## src/rtl/gpio_pkg.sv

```systemverilog
package gpio_pkg;
    localparam int unsigned PORT_W = 8;
    localparam int unsigned OFS_W  = 8;

    typedef enum logic [OFS_W-1:0] {
        OFS_LATCH = 8'h00,
        OFS_DIR   = 8'h02,
        OFS_DEN   = 8'h04,
        OFS_PULL  = 8'h06
    } reg_ofs_e;
endpackage

```

## src/rtl/gpio_pin_sync.sv

```systemverilog
module gpio_pin_sync #(
    parameter int unsigned WIDTH  = 8,
    parameter int unsigned STAGES = 2
) (
    input  logic             clk,
    input  logic             rst_n,
    input  logic [WIDTH-1:0] raw_i,
    output logic [WIDTH-1:0] sync_o
);
    logic [STAGES-1:0][WIDTH-1:0] stage_q;

    always_ff @(posedge clk or negedge rst_n) begin
        if (!rst_n) begin
            stage_q <= '0;
        end else begin
            stage_q[0] <= raw_i;
            for (int s = 1; s < STAGES; s++) begin
                stage_q[s] <= stage_q[s-1];
            end
        end
    end

    assign sync_o = stage_q[STAGES-1];

    // first stage captures the pad value of the previous edge
    assert_first_stage_R5: assert property (@(posedge clk) disable iff (!rst_n)
        $past(rst_n) |-> stage_q[0] == $past(raw_i));
endmodule

```

## src/rtl/gpio_port_regs.sv

```systemverilog
module gpio_port_regs
    import gpio_pkg::*;
#(
    parameter int unsigned WIDTH         = 8,
    parameter bit          ANALOG_SHARED = 1'b1,
    parameter bit          HAS_PULLUP    = 1'b1
) (
    input  logic             clk,
    input  logic             rst_n,
    input  logic             wr_i,
    input  logic [OFS_W-1:0] addr_i,
    input  logic [WIDTH-1:0] wdata_i,
    output logic [WIDTH-1:0] latch_o,
    output logic [WIDTH-1:0] dir_o,
    output logic [WIDTH-1:0] den_o,
    output logic [WIDTH-1:0] pull_o
);
    logic hit_latch, hit_dir, hit_den, hit_pull;

    always_comb begin
        hit_latch = wr_i && (addr_i == OFS_LATCH);
        hit_dir   = wr_i && (addr_i == OFS_DIR);
        hit_den   = wr_i && (addr_i == OFS_DEN);
        hit_pull  = wr_i && (addr_i == OFS_PULL);
    end

    always_ff @(posedge clk or negedge rst_n) begin
        if (!rst_n) begin
            latch_o <= '0;
            dir_o   <= '0;
        end else begin
            if (hit_latch) latch_o <= wdata_i;
            if (hit_dir)   dir_o   <= wdata_i;
        end
    end

    generate
        if (ANALOG_SHARED) begin : g_den
            logic [WIDTH-1:0] den_q;
            always_ff @(posedge clk or negedge rst_n) begin
                if (!rst_n)       den_q <= '0;
                else if (hit_den) den_q <= wdata_i;
            end
            assign den_o = den_q;
        end else begin : g_no_den
            assign den_o = '1;
        end

        if (HAS_PULLUP) begin : g_pull
            logic [WIDTH-1:0] pull_q;
            always_ff @(posedge clk or negedge rst_n) begin
                if (!rst_n)        pull_q <= '0;
                else if (hit_pull) pull_q <= wdata_i;
            end
            assign pull_o = pull_q;
        end else begin : g_no_pull
            assign pull_o = '0;
        end
    endgenerate

    // a direction write shows up on the direction register next cycle
    assert_dir_load_R2: assert property (@(posedge clk) disable iff (!rst_n)
        (wr_i && addr_i == OFS_DIR) |=> dir_o == $past(wdata_i));

    // the latch holds when no write targets it
    assert_latch_hold_R3: assert property (@(posedge clk) disable iff (!rst_n)
        !(wr_i && addr_i == OFS_LATCH) |=> $stable(latch_o));

    // unmapped writes leave direction and latch untouched
    assert_unmapped_quiet_R9: assert property (@(posedge clk) disable iff (!rst_n)
        (wr_i && addr_i != OFS_LATCH && addr_i != OFS_DIR &&
         addr_i != OFS_DEN && addr_i != OFS_PULL) |=> ($stable(dir_o) && $stable(latch_o)));
endmodule

```

## src/rtl/gpio_read_mux.sv

```systemverilog
module gpio_read_mux
    import gpio_pkg::*;
#(
    parameter int unsigned WIDTH         = 8,
    parameter bit          ANALOG_SHARED = 1'b1
) (
    input  logic [OFS_W-1:0] addr_i,
    input  logic [WIDTH-1:0] latch_i,
    input  logic [WIDTH-1:0] dir_i,
    input  logic [WIDTH-1:0] den_i,
    input  logic [WIDTH-1:0] pull_i,
    input  logic [WIDTH-1:0] pin_sync_i,
    output logic [WIDTH-1:0] rdata_o
);
    logic [WIDTH-1:0] port_view;
    logic [WIDTH-1:0] den_view;

    always_comb begin
        port_view = (latch_i & dir_i) | (pin_sync_i & ~dir_i & den_i);
        den_view  = ANALOG_SHARED ? den_i : '0;
        unique case (addr_i)
            OFS_LATCH: rdata_o = port_view;
            OFS_DIR:   rdata_o = dir_i;
            OFS_DEN:   rdata_o = den_view;
            OFS_PULL:  rdata_o = pull_i;
            default:   rdata_o = '0;
        endcase
    end
endmodule

```

## src/rtl/gpio_port.sv

```systemverilog
module gpio_port
    import gpio_pkg::*;
#(
    parameter int unsigned WIDTH         = PORT_W,
    parameter int unsigned SYNC_STAGES   = 2,
    parameter bit          ANALOG_SHARED = 1'b1,
    parameter bit          HAS_PULLUP    = 1'b1
) (
    input  logic             clk,
    input  logic             rst_n,
    input  logic             bus_wr,
    input  logic [OFS_W-1:0] bus_addr,
    input  logic [WIDTH-1:0] bus_wdata,
    output logic [WIDTH-1:0] bus_rdata,
    input  logic [WIDTH-1:0] pad_in,
    output logic [WIDTH-1:0] pad_out,
    output logic [WIDTH-1:0] pad_oe,
    output logic [WIDTH-1:0] pad_pu
);
    logic [WIDTH-1:0] latch_q, dir_q, den_q, pull_q, pin_s;

    gpio_port_regs #(
        .WIDTH(WIDTH), .ANALOG_SHARED(ANALOG_SHARED), .HAS_PULLUP(HAS_PULLUP)
    ) regs_i (
        .clk(clk), .rst_n(rst_n), .wr_i(bus_wr), .addr_i(bus_addr),
        .wdata_i(bus_wdata), .latch_o(latch_q), .dir_o(dir_q),
        .den_o(den_q), .pull_o(pull_q)
    );

    gpio_pin_sync #(.WIDTH(WIDTH), .STAGES(SYNC_STAGES)) sync_i (
        .clk(clk), .rst_n(rst_n), .raw_i(pad_in), .sync_o(pin_s)
    );

    gpio_read_mux #(.WIDTH(WIDTH), .ANALOG_SHARED(ANALOG_SHARED)) rmux_i (
        .addr_i(bus_addr), .latch_i(latch_q), .dir_i(dir_q), .den_i(den_q),
        .pull_i(pull_q), .pin_sync_i(pin_s), .rdata_o(bus_rdata)
    );

    assign pad_out = latch_q;
    assign pad_oe  = dir_q;
    assign pad_pu  = pull_q & ~dir_q;

    // no pin is pulled up while it drives
    always_comb begin
        if (rst_n) assert_pull_on_inputs_R8: assert ((pad_pu & pad_oe) == '0);
    end

    // analog input pins never read as 1 at offset 0x00
    always_comb begin
        if (rst_n && bus_addr == OFS_LATCH)
            assert_analog_reads_zero_R6: assert ((bus_rdata & ~pad_oe & ~den_q) == '0);
    end

    // outputs are quiet the cycle after reset releases
    assert_reset_quiet_R1: assert property (@(posedge clk) disable iff (!rst_n)
        !$past(rst_n) |-> (pad_oe == '0 && pad_out == '0 && pad_pu == '0));
endmodule

```

## config.mk

```make
export PLATFORM = sky130hd
export DESIGN_NAME = gpio_port
export DESIGN_NICKNAME = d
export VERILOG_FILES = /design/src/rtl/gpio_pkg.sv /design/src/rtl/gpio_pin_sync.sv /design/src/rtl/gpio_port_regs.sv /design/src/rtl/gpio_read_mux.sv /design/src/rtl/gpio_port.sv
export SDC_FILE = /design/constraint.sdc
export NUM_CORES = 1
export LEC_CHECK = 0
export ABC_AREA = 1
export BUFFER_PORTS_ARGS = -buffer_cell sky130_fd_sc_hd__buf_2
export CORE_ASPECT_RATIO = 1.25
export CORE_UTILIZATION = 48
export CTS_CLUSTER_SIZE = 25
export DETAILED_ROUTE_END_ITERATION = 6
export HOLD_SLACK_MARGIN = 0.03
export PLACE_DENSITY = 0.78
export SYNTH_ARGS = -nofsm -noshare
export SYNTH_HDL_FRONTEND = slang
export SYNTH_SLANG_ARGS = --single-unit
```

## constraint.sdc

```tcl
create_clock -name clk -period 1.76 [get_ports clk]
set_input_delay 0.176 -clock clk [delete_from_list [all_inputs] [get_ports clk]]
set_output_delay 0.176 -clock clk [all_outputs]
set_load 0.02 [all_outputs]
```

# --- Word level (Yosys, flattened, before mapping) ---
# Index checks and enable logic that the tools add are counted.
# Widths: inputs -> output; s select.
op_classes:
  eq_ne: 3
  mux: 1
  n_bitwise: 6
  reduce_logical: 5
op_table:
  columns: ["cell", "count"]
  rows:
  - ["$and 8x8->8", 4]
  - ["$pmux 8 s4", 1]
  - ["$eq 8x3->1 const B", 2]
  - ["$eq 8x2->1 const B", 1]
  - ["$logic_not 8->1", 1]
  - ["$not 8->8", 1]
  - ["$or 8x8->8", 1]
  - ["$logic_and 1x1->1", 4]
totals:
  ff_bits: 48
  input_bits: 27
  word_cells: 21

# --- Depth between registers and ports, before layout ---
depth:
  depth_word: 5
  depth_mapped: 8
  depth_no_buf: 7

# --- Hierarchy ---
# Synthesis repeated with hierarchy kept, for this count alone.
hier_totals:
  cells_unflattened: 308
  hier_area_um2: 2419.8
modules_own_cells:
  columns: ["mod", "instances", "cells_per_inst", "area_per_inst_um2", "seq_area_each_um2"]
  rows:
  - ["gpio_port_regs", 1, 151, 1326.3, 800.8]
  - ["gpio_read_mux", 1, 117, 553.0, 0.0]
  - ["gpio_pin_sync", 1, 24, 460.4, 400.4]
  - ["gpio_port", 1, 16, 80.1, 0.0]

# --- Least setup slack after synthesis ---
# Ideal clock, no wire load.
synth_timing:
  path_kind: "input-to-output"
  startpoint: "input port bus_addr[5]"
  endpoint: "output port bus_rdata[1]"
  t_arrival_ns: 1.024
  required_time_ns: 1.584
  path_slack_ns: 0.560
  cell_stages: 8
  path_buffers: 1
  cell_sequence: "nor2_1 nand2_2 inv_4 buf_4 nand3_1 nand2_1 inv_1 nand2_1"
synth_between:
  elab_chain_len: 2
synth_rtl:
  columns: ["element", "line_no", "text"]
  rows:
  - ["from (decl)", "gpio_port.sv:12", "input logic [OFS_W-1:0] bus_addr,"]
  - ["$eq 8x3->1 (tied with other cells)", "gpio_read_mux.sv:21", "unique case (addr_i)"]
  - ["$pmux 8 s4 (*)", "gpio_read_mux.sv:21", null]
  - ["to (decl)", "gpio_port.sv:14", "output logic [WIDTH-1:0] bus_rdata,"]
# Mark *: on every way between the ends. The rest lies on a longest branch, timed or not.

# --- Final worst setup path ---
layout_timing:
  startpoint: "register regs_i.dir_o[2]"
  endpoint: "output port bus_rdata[2]"
layout_between:
  elab_chain_len: 5
layout_rtl:
  columns: ["element", "line_no", "text"]
  rows:
  - ["from (decl)", "gpio_port_regs.sv:14", "output logic [WIDTH-1:0] dir_o,"]
  - ["from (signal assigned)", "gpio_port_regs.sv:33", "if (hit_dir) dir_o <= wdata_i;"]
  - ["$not 8->8", "gpio_read_mux.sv:19", "port_view = (latch_i & dir_i) | (pin_sync_i & ~dir_i & den_i);"]
  - ["$and 8x8->8 (2 in a row)", "gpio_read_mux.sv:19", null]
  - ["$or 8x8->8", "gpio_read_mux.sv:19", null]
  - ["$pmux 8 s4 (*)", "gpio_read_mux.sv:21", null]
# Marks and branches as above.

==> results.py <==
metrics = {
    "power": {
        "p_total_mw": 2.16,
        "leakage_nw": 1.54,
        "p_per_area_nw_per_um2": 768,
        "vdd_ir_drop_max_uv": 511,
    },
    "layout": {
        "regArea_sq_um": 1200,
        "num-fill-cells": 395,
        "fin_nets": 358,
        "area_delta_synth_final_pct": 22.0,
        "insertedDiodeCount": 0,
        "layout_commonest_cell": "nand2_1",
        "final_cell_mix": "nand2_1 (83), buf_2 (58), dfrtp_1 (48)",
        "drive_above_1_share_pct": 29.7,
        "final_area_sq_um": 2810,
        "multiInputGateArea_sq_um": 902,
    },
    "yosys": {
        "synth_cell_type_count": 18,
        "yosysWarnings": 0,
        "synth-edff-count": 0,
        "synth-seq-area-share_pct": 52.1,
        "synth_top_flop_cell": "dfrtp_1",
        "syn_nets": 288,
        "ys_ff_latch": 48,
        "syn-cell-area_sq_um": 2300,
        "synthArstFlopShare_pct": 100,
        "synth_area_per_cell_sq_um": 8.83,
        "yosysTopAreaCellShare_pct": 52.1,
        "synthTopCellsByArea": "dfrtp_1 (52%), nand2_1 (14%), o21ai_2 (7.2%)",
        "yosys.area.top_type": "dfrtp_1",
        "synth_cells": 261,
    },
    "floorplanning": {
        "die_w_um": 64.0,
        "die-height_um": 79.5,
        "placementRows": 27,
        "coreArea_sq_um": 4490,
        "ioPinCount": 59,
        "start_util_pct": 51.3,
        "die_area_sq_um": 5080,
    },
    "run_status": {
        "outcome": "complete, no violations",
    },
    "clocking": {
        "path_clk_slew_ns": 0.08,
        "cts_inserted_buffers": 5,
        "cts-root-buf": "clkbuf_8",
        "clock_path_buffers": 2,
        "clk_latency_ns": 0.29,
        "clock_sinks": 48,
        "ctsHtreeMaxLevel": 2,
        "cts_tree": "yes",
    },
    "worst_setup_path": {
        "critPathKind": "reg2out",
        "worstReg2RegEnd": "regs_i.dir_o[2]",
        "required_ns": 1.58,
        "crit_path_start_kind": "flip-flop",
        "rr_startpoint": "regs_i.dir_o[2]",
        "crit_chain": "nand3b_1, nand2_1, nand2_1, nand2_1, inv_1, nand2_1, buf_2",
        "critPathMaxStageDelay_ns": 0.45,
        "critical_path.endpoint_type": "output port",
        "crit_fanout": 6,
        "path_delay_family": "flip-flops",
        "crit_top_cell": "nand2_1",
        "cp.arrival_ns": 1.37,
        "cp_num_buf_inv": 2,
        "cpMaxStageDelayCell": "dfrtp_1",
        "reg2reg_depth": 2,
        "reg2reg_slack_ns": 1.04,
    },
    "min_path": {
        "hp-class": "in2reg",
        "whs_endpoint": "regs_i.dir_o[6]",
        "whs_path_depth": 3,
        "min_from": "bus_wdata[6]",
    },
    "sta": {
        "post-route-period-util_pct": 87.7,
        "worstMarginPinSlew_ns": 0.697,
        "tns_ns": 0,
        "hold_viol": 0,
        "slew_headroom_pct": 53.5,
        "rsz0062_at_grt": "no",
        "finalMaxSlewViolations": 0,
        "clock.fmax_mhz": 648,
        "fin_crit_ns": 1.54,
        "fin_worst_skew_ns": 0.000749,
        "setup_viol": 0,
    },
    "routing": {
        "drtAntennaViolNets": 0,
        "drt_wl_total_um": 4550,
        "vias": 1886,
        "drc": 0,
        "drt-initial-drc-count": 92,
        "via_per_inst": 4.86,
        "dr.pass1.iters": 4,
        "route.detailed.wl_per_inst_um": 11.7,
    },
    "place": {
        "place_congestion": 0.781,
        "dp_hpwl_um": 3180,
        "io_buffers": 58,
        "place_area_sq_um": 2620,
    },
    "grt": {
        "grt_pass1_wl_um": 7740,
        "grt_pass1_vias": 1708,
        "overflow": 0,
        "grt_antenna_before_repair": 0,
        "grt_use_total_pct": 19.8,
        "grt_max_degree": 34,
    },
    "job": {
        "cap_violations": 0,
    },
}
## registers in the layout, summed over array words and instances (netlist names)
name	flops
regs_i.dir_o	8
sync_i.stage_q	8
regs_i.den_o	8
regs_i.pull_o	8
sync_i.sync_o	8
regs_i.latch_o	8
## cells in the mapped netlist (2+ instances only)
| master | count |
|---|---|
| buf_4 | 2 |
| buf_6 | 4 |
| dfrtp_1 | 48 |
| inv_1 | 35 |
| nand2_1 | 83 |
| nand2_2 | 3 |
| nand3_1 | 24 |
| nand3_4 | 3 |
| nand3b_1 | 7 |
| nor2_1 | 12 |
| nor2_4 | 3 |
| o21ai_1 | 13 |
| o21ai_2 | 19 |
## tightest hold or removal path, cell delays in order
cell and delay (ns):
buf_2 0.07, inv_1 0.07, o21ai_2 0.13
## area by class of cell
type / instances / area share [%]
inverters: 37 / 5.03
multi-input cells: 170 / 32.1
flip-flops and latches: 48 / 42.7
clock inverters: 1 / 1.07
clock buffers: 5 / 2.45
repair buffers: 69 / 14.1
well taps: 58 / 2.58
## kinds of logic (layout without fill, tap and decap cells)
family / Yosys count / count (layout) / synth area share [%]
and+or+nand+nor: 137 / 137 / 28.9
DFF: 48 / 48 / 52.1
buffers and inverters: 43 / 112 / 8.74
AOI/OAI and AO/OA: 33 / 33 / 10.3
## where the power goes
| part | total, mW | switching [mW] | internal (mW) |
|---|---|---|---|
| Sequential | 1.19 | 0.0392 | 1.16 |
| Clock | 0.731 | 0.324 | 0.407 |
| Combinational | 0.232 | 0.143 | 0.0893 |
## what timing repair did
action                    in CTS  in global routing
hold buffers                   9                  0
hold endpoints to repair      39                  0
setup buffers                  0                  0
gates resized for setup        0                  0
## per-layer routing
metal | vias to the layer above | track usage (%) | wire [um]
li1 | 958 | - | -
met1 | 875 | 24.1 | 1960
met2 | 48 | 35.1 | 2330
met3 | 5 | 3.86 | 220
met4 | 0 | 6.14 | 46
met5 | - | 0 | 0
## stage by stage
stage | setup WS (ns) | hold WS, ns | cells | util, %
2_1_floorplan | 0.560 | -0.120 | 261 | -
3_3_place_gp | 0.358 | 0.260 | 373 | 58.4
3_5_place_dp | 0.332 | 0.266 | 373 | 58.4
4_1_cts | 0.206 | 0.192 | 388 | 62.6
5_1_grt | 0.115 | 0.204 | 388 | 62.6
6_report | 0.217 | 0.192 | 388 | 62.6
## worst max path at each step
stage                    to  cells after the start            start
2_1_floorplan  bus_rdata[1]                      8      bus_addr[5]
3_3_place_gp   bus_rdata[6]                      9      bus_addr[5]
3_5_place_dp   bus_rdata[4]                      9      bus_addr[5]
4_1_cts        bus_rdata[2]                      7  regs_i.dir_o[2]
5_1_grt        bus_rdata[2]                      7  regs_i.dir_o[2]
6_report       bus_rdata[2]                      7  regs_i.dir_o[2]
(Power assumes the default switching activity.)
